**src/rtl/irq_shadow_pkg.sv**
```systemverilog
package irq_shadow_pkg;

    parameter int unsigned DEF_BANKS = 3;
    parameter int unsigned DEF_WIDTH = 8;

    typedef enum logic [1:0] {
        REG_STATUS = 2'd0,
        REG_MASK   = 2'd1,
        REG_NONE   = 2'd2
    } reg_kind_e;

    // Status banks occupy [0, banks), mask banks [banks, 2*banks).
    function automatic reg_kind_e reg_kind(input int unsigned addr, input int unsigned banks);
        if (addr < banks)
            return REG_STATUS;
        else if (addr < 2 * banks)
            return REG_MASK;
        else
            return REG_NONE;
    endfunction

endpackage

```
**src/rtl/irq_shadow_mask.sv**
```systemverilog
module irq_shadow_mask
    import irq_shadow_pkg::*;
#(
    parameter int unsigned BANKS  = DEF_BANKS,
    parameter int unsigned WIDTH  = DEF_WIDTH,
    parameter int unsigned ADDR_W = $clog2(2 * BANKS)
) (
    input  logic                        clk,
    input  logic                        rst_n,
    input  logic                        wr_i,
    input  logic [ADDR_W-1:0]           addr_i,
    input  logic [WIDTH-1:0]            wdata_i,
    output logic [BANKS-1:0][WIDTH-1:0] mask_o
);

    logic [BANKS-1:0][WIDTH-1:0] mask_d, mask_q;
    logic [BANKS-1:0]            hit;

    for (genvar k = 0; k < BANKS; k++) begin : g_hit
        assign hit[k] = wr_i && (int'(addr_i) == int'(BANKS + k));
    end

    always_comb begin
        mask_d = mask_q;
        for (int k = 0; k < int'(BANKS); k++) begin
            if (hit[k])
                mask_d[k] = wdata_i;
        end
    end

    always_ff @(posedge clk) begin
        if (!rst_n)
            mask_q <= '0;
        else
            mask_q <= mask_d;
    end

    assign mask_o = mask_q;

    // a write to mask bank 0 is visible on the next cycle
    p_mask_write_r9: assert property (@(posedge clk) disable iff (!rst_n)
        (wr_i && int'(addr_i) == int'(BANKS)) |=> (mask_o[0] == $past(wdata_i)));

endmodule

```
**src/rtl/irq_shadow_event.sv**
```systemverilog
module irq_shadow_event #(
    parameter int unsigned N = 24
) (
    input  logic         clk,
    input  logic         rst_n,
    input  logic [N-1:0] evt_i,
    input  logic [N-1:0] mask_i,
    input  logic         clr_i,
    output logic [N-1:0] status_o
);

    typedef struct packed {
        logic [N-1:0] status;
        logic [N-1:0] shadow;
    } evt_state_t;

    evt_state_t st_d, st_q;
    logic [N-1:0] admit;

    always_comb begin
        admit = evt_i & ~mask_i;
        st_d  = st_q;
        if (clr_i) begin
            st_d.status = '0;
            st_d.shadow = st_q.shadow | admit;
        end else if (|st_q.status) begin
            st_d.shadow = st_q.shadow | admit;
        end else if (|st_q.shadow) begin
            st_d.status = st_q.shadow;
            st_d.shadow = admit;
        end else begin
            st_d.status = admit;
        end
    end

    always_ff @(posedge clk) begin
        if (!rst_n)
            st_q <= '0;
        else
            st_q <= st_d;
    end

    assign status_o = st_q.status;

    p_clear_empties_r5: assert property (@(posedge clk) disable iff (!rst_n)
        clr_i |=> (st_q.status == '0));

    p_hold_while_busy_r4: assert property (@(posedge clk) disable iff (!rst_n)
        ((|st_q.status) && !clr_i) |=> $stable(st_q.status));

    p_promote_r6: assert property (@(posedge clk) disable iff (!rst_n)
        ((st_q.status == '0) && (st_q.shadow != '0) && !clr_i)
            |=> (st_q.status == $past(st_q.shadow)));

    p_masked_idle_r3: assert property (@(posedge clk) disable iff (!rst_n)
        ((st_q.status == '0) && (st_q.shadow == '0) && !clr_i)
            |=> ((st_q.status & $past(mask_i)) == '0));

endmodule

```
**src/rtl/irq_shadow_rdmux.sv**
```systemverilog
module irq_shadow_rdmux
    import irq_shadow_pkg::*;
#(
    parameter int unsigned BANKS  = DEF_BANKS,
    parameter int unsigned WIDTH  = DEF_WIDTH,
    parameter int unsigned ADDR_W = $clog2(2 * BANKS)
) (
    input  logic [ADDR_W-1:0]           addr_i,
    input  logic [BANKS*WIDTH-1:0]      status_i,
    input  logic [BANKS-1:0][WIDTH-1:0] mask_i,
    output logic [WIDTH-1:0]            rdata_o
);

    always_comb begin
        rdata_o = '0;
        unique case (reg_kind(int'(addr_i), BANKS))
            REG_STATUS: rdata_o = status_i[int'(addr_i) * int'(WIDTH) +: WIDTH];
            REG_MASK:   rdata_o = mask_i[int'(addr_i) - int'(BANKS)];
            default:    rdata_o = '0;
        endcase
    end

endmodule

```
**src/rtl/irq_shadow_ctrl.sv**
```systemverilog
module irq_shadow_ctrl
    import irq_shadow_pkg::*;
#(
    parameter int unsigned BANKS  = DEF_BANKS,
    parameter int unsigned WIDTH  = DEF_WIDTH,
    parameter int unsigned ADDR_W = $clog2(2 * BANKS)
) (
    input  logic                   clk,
    input  logic                   rst_n,
    input  logic [BANKS*WIDTH-1:0] evt_i,
    input  logic                   wr_en_i,
    input  logic [ADDR_W-1:0]      addr_i,
    input  logic [WIDTH-1:0]       wdata_i,
    output logic [WIDTH-1:0]       rdata_o,
    output logic                   irq_n_o
);

    localparam int unsigned N = BANKS * WIDTH;

    logic [BANKS-1:0][WIDTH-1:0] mask_banks;
    logic [N-1:0]                mask_flat;
    logic [N-1:0]                status;
    logic                        clr;

    assign clr       = wr_en_i && (reg_kind(int'(addr_i), BANKS) == REG_STATUS);
    assign mask_flat = mask_banks;

    irq_shadow_mask #(.BANKS(BANKS), .WIDTH(WIDTH), .ADDR_W(ADDR_W)) u_mask (
        .clk    (clk),
        .rst_n  (rst_n),
        .wr_i   (wr_en_i),
        .addr_i (addr_i),
        .wdata_i(wdata_i),
        .mask_o (mask_banks)
    );

    irq_shadow_event #(.N(N)) u_event (
        .clk     (clk),
        .rst_n   (rst_n),
        .evt_i   (evt_i),
        .mask_i  (mask_flat),
        .clr_i   (clr),
        .status_o(status)
    );

    irq_shadow_rdmux #(.BANKS(BANKS), .WIDTH(WIDTH), .ADDR_W(ADDR_W)) u_rdmux (
        .addr_i  (addr_i),
        .status_i(status),
        .mask_i  (mask_banks),
        .rdata_o (rdata_o)
    );

    assign irq_n_o = ~|(status & ~mask_flat);

    p_irq_release_r5: assert property (@(posedge clk) disable iff (!rst_n)
        clr |=> irq_n_o);

endmodule

```
**config.mk**
```make
export PLATFORM = sky130hd
export DESIGN_NAME = irq_shadow_ctrl
export DESIGN_NICKNAME = d
export VERILOG_FILES = /design/src/rtl/irq_shadow_pkg.sv /design/src/rtl/irq_shadow_mask.sv /design/src/rtl/irq_shadow_event.sv /design/src/rtl/irq_shadow_rdmux.sv /design/src/rtl/irq_shadow_ctrl.sv
export SDC_FILE = /design/constraint.sdc
export NUM_CORES = 1
export LEC_CHECK = 0
export BUFFER_PORTS_ARGS = -buffer_cell sky130_fd_sc_hd__clkbuf_2
export CELL_PAD_IN_SITES_DETAIL_PLACEMENT = 0
export CELL_PAD_IN_SITES_GLOBAL_PLACEMENT = 1
export CORE_UTILIZATION = 40
export DETAILED_ROUTE_END_ITERATION = 10
export MAX_ROUTING_LAYER = met4
export PLACE_DENSITY_LB_ADDON = 0.1
export REMOVE_ABC_BUFFERS = 1
export SLEW_MARGIN = 20
export SYNTH_ARGS = -nofsm -noshare
export SYNTH_HDL_FRONTEND = slang
export SYNTH_SLANG_ARGS = --single-unit
```
**constraint.sdc**
```tcl
create_clock -name clk -period 2.5 [get_ports clk]
set_clock_uncertainty 0.05 [all_clocks]
set_input_delay 0.375 -clock clk [delete_from_list [all_inputs] [get_ports clk]]
set_output_delay 0.375 -clock clk [all_outputs]
set_load 0.01 [all_outputs]
```
==> impl_metrics.yaml <==
pwr:
  p_leak_uw: 0.00188
  switching_share_pct: 35.6
  power_frac_comb_pct: 31.3
  clockPowerShare_pct: 27.1
  ir_drop_uv: 342
  power.switching_uw: 1350
  p_int_uw: 2430
  p_seq_share_pct: 41.5
  p_per_area_nw_per_um2: 819
worst_setup_path:
  critPathCaptureType: "primary output"
  rrSetupSlack_ns: 0.39
  cpPeakStageDelay_ns: 0.37
  start_kind: "primary input"
  critPathSlowestCell: "ha_4"
  cpMostUsedCell: "clkbuf_2"
  critical_path_arrival_ns: 1.88
  critPathRequiredTime_ns: 2.08
  crit_path_cell_trace: "clkbuf_2 > inv_1 > ha_4 > mux2_2 > a22oi_1 > nand2_1 > o21ai_0 > o22ai_1 > clkbuf_2"
  path_class: "in2out"
  critPathMaxFanout: 9
clock_tree:
  numCtsBuffers: 9
  cts.sinks: 72
  clockBufferDepth: 2
  ctsHoldBuffers: 0
  insertion_delay_ns: 0.35
  clk_pin_slew_ns: 0.09
  postCtsSetupBuffers: 0
  htree_levels: 3
  cts_tree: "built"
  cts_root_buf: "clkbuf_8"
logic_synthesis:
  synth-seq-cells: 72
  ys_seq_area_share_pct: 36.9
  synth_async_sr_flop_share_pct: 0
  postSynthAreaPerCell_sq_um: 8.68
  synth-edff-count: 0
  synth_ff_type: "dfxtp_1"
  synth.distinct_cells: 31
  syn_inst: 450
  syn_area_sq_um: 3910
  synth_warnings: 0
job:
  cap_violations: 0
timing:
  rsz0062_at_grt: "false"
  timing.final.crit_share_pct: 92.4
  min_period_ns: 2.31
  slew_headroom_pct: 65.5
  setup_ws_ns: 0.191
  slew_viol_final: 0
  report.final.hold_viol_count: 0
  max_freq_ghz: 0.433
  worstMarginPinSlew_ns: 0.513
  setup_viol: 0
  holdWs_ns: 0.238
place:
  gp_congestion: 0.918
  place_area_sq_um: 4380
  dpl_worst_slack_ns: 0.00196
  io_buffers: 46
  dp_cells: 623
  place_hpwl_microns: 9040
final_layout:
  area_growth_pct: 18.1
  fin_area_sq_um: 4610
  layout-drive-gt1-share_pct: 23.9
  finish.utilization_pct: 49.2
  instances_no_fill: 639
  antennaDiodeCount: 0
  fin_nets: 546
  num-fill-cells: 968
drt:
  avgViaCountPerCell: 5.67
  routed_wl_microns: 12300
  drt-pass1-iter-count: 5
  drt_iter0_drc: 219
  ant_nets: 0
  vias: 3625
  routedWlPerCell_microns: 19.2
  drc: 0
global_route:
  grt_max_degree: 25
  antenna_found_initial: 0
  grt_busiest_layer: "met2"
  grt.total_usage_pct: 26.9
  grt_overflow_total: 0
  use_met1_pct: 34.9
  grt_pass1_wl_microns: 19600
  use_met2_pct: 41.6
  met3_usage_pct: 4.72
  grt_pass1_vias: 3510
die:
  coreArea_sq_um: 9370
  start_util_pct: 41.7
  die_h_microns: 101
  die_w_microns: 101
  row_count: 35
  ios: 47
  fp.dieArea_sq_um: 10200
hold_path:
  hold_path.class: "in2reg"
status:
  outcome: "complete, no violations"
[power groups by stage]
stage	clock network [uW]	logic, uW	registers [uW]
finish	1020	1180	1570
floorplan	0	768	1500
global placement	0	1170	1590
detailed placement	0	1180	1590
global route	1100	1300	1600
CTS	1050	1190	1570
[logic make-up (layout without fill, tap and decap cells)]
| kind of cell | Yosys count | after routing | share of synthesized area (%) |
|---|---|---|---|
| compound gates | 116 | 116 | 23.9 |
| fa+ha+maj | 3 | 3 | 0.961 |
| buf+inv | 51 | 111 | 5.70 |
| flops | 72 | 72 | 36.9 |
| mux | 40 | 40 | 10.5 |
| simple gates | 168 | 168 | 22.1 |
[state kept, by name (all words and copies together) (netlist names)]
register,count
u_mask.mask_o,24
u_event.status_o,24
u_event.st_q,24
[path summary, 6_finish.rpt]
| path | to | cells past startpoint | start |
|---|---|---|---|
| hold reg to reg | u_event.status_o[11] | 2 | u_event.st_q[11] |
| hold / removal | u_event.st_q[20] | 3 | evt_i[20] |
| setup / recovery | rdata_o[3] | 9 | addr_i[1] |
| setup reg to reg | u_event.st_q[1] | 6 | u_event.st_q[1] |
[critical path, delay by kind of cell]
family / cells / cell delay (ns)
buffers and inverters: 3 / 0.32
adders and majority gates: 1 / 0.37
and+or+nand+nor: 1 / 0.07
AOI/OAI and AO/OA: 3 / 0.38
muxes: 1 / 0.36
[Yosys cell counts (2+ instances only)]
master | number | area share, %
a2111oi_2 | 19 | 7.3
nand3_1 | 2 | 0.26
a211oi_1 | 24 | 4.6
clkbuf_1 | 17 | 1.6
a22oi_1 | 8 | 1.5
nor2_1 | 74 | 7.1
nor2b_1 | 25 | 4.0
nand2b_1 | 24 | 3.8
nor4_2 | 2 | 0.64
buf_1 | 2 | 0.19
mux2_2 | 8 | 2.3
a2111oi_4 | 2 | 1.4
nand2_1 | 19 | 1.8
nor4_1 | 13 | 2.1
mux2i_1 | 32 | 8.2
dfxtp_1 | 72 | 37
o21ai_0 | 40 | 5.1
nand4_1 | 2 | 0.32
ha_1 | 3 | 0.96
buf_6 | 4 | 1.2
o22ai_1 | 20 | 3.2
a2111oi_0 | 3 | 0.67
inv_1 | 27 | 2.6
[per-layer routing]
| layer | vias up | share of wire (%) | wire [microns] |
|---|---|---|---|
| met5 | - | 0 | 0 |
| met4 | 0 | 2.9 | 355 |
| met3 | 36 | 4.9 | 604 |
| met2 | 118 | 46 | 5600 |
| met1 | 1731 | 47 | 5720 |
| li1 | 1740 | - | - |
[layout make-up]
type | instances | area, sq um | area share (%)
multi-input cells | 327 | 2250 | 48.9
flip-flops and latches | 72 | 1440 | 31.3
repair buffers | 68 | 433 | 9.39
well taps | 129 | 161 | 3.50
clock buffers | 9 | 124 | 2.69
inverters | 27 | 101 | 2.20
clock inverters | 7 | 96.3 | 2.09
[cell usage in the layout, fill, tap and decap left out, types with 2 or more instances in the layout]
cell        netlist  final
dfxtp_1          72     72
nand4_1           2      2
bufinv_16         0      2
a2111oi_4         2      2
clkbuf_2          0     46
inv_1            27     26
nand2b_1         24     24
mux2_2            8      8
nand2_1          19     19
buf_4             0     19
a22oi_1           8      8
nor2_1           74     74
buf_12            0      3
nor2b_1          25     25
a211oi_1         24     24
a2111oi_0         3      3
nor4_1           13     13
o22ai_1          20     20
o21ai_0          40     40
nor4_2            2      2
mux2i_1          32     32
a2111oi_2        19     19
ha_1              3      2
clkbuf_8          0      9
nand3_1           2      2
clkinvlp_4        0      3
[through the flow]
step	power [uW]	setup TNS (ns)
floorplan	2260	-0.205
global placement	2760	0
detailed placement	2780	0
CTS	3800	0
global route	4000	0
finish	3780	0
[timing repair]
action | in CTS | in global routing
endpoints found under the setup margin | 1 | 4
gates cloned | 0 | 0
endpoints found under the hold margin | 0 | 0
gates resized for setup | 1 | 1
(Power assumes the default switching activity.)
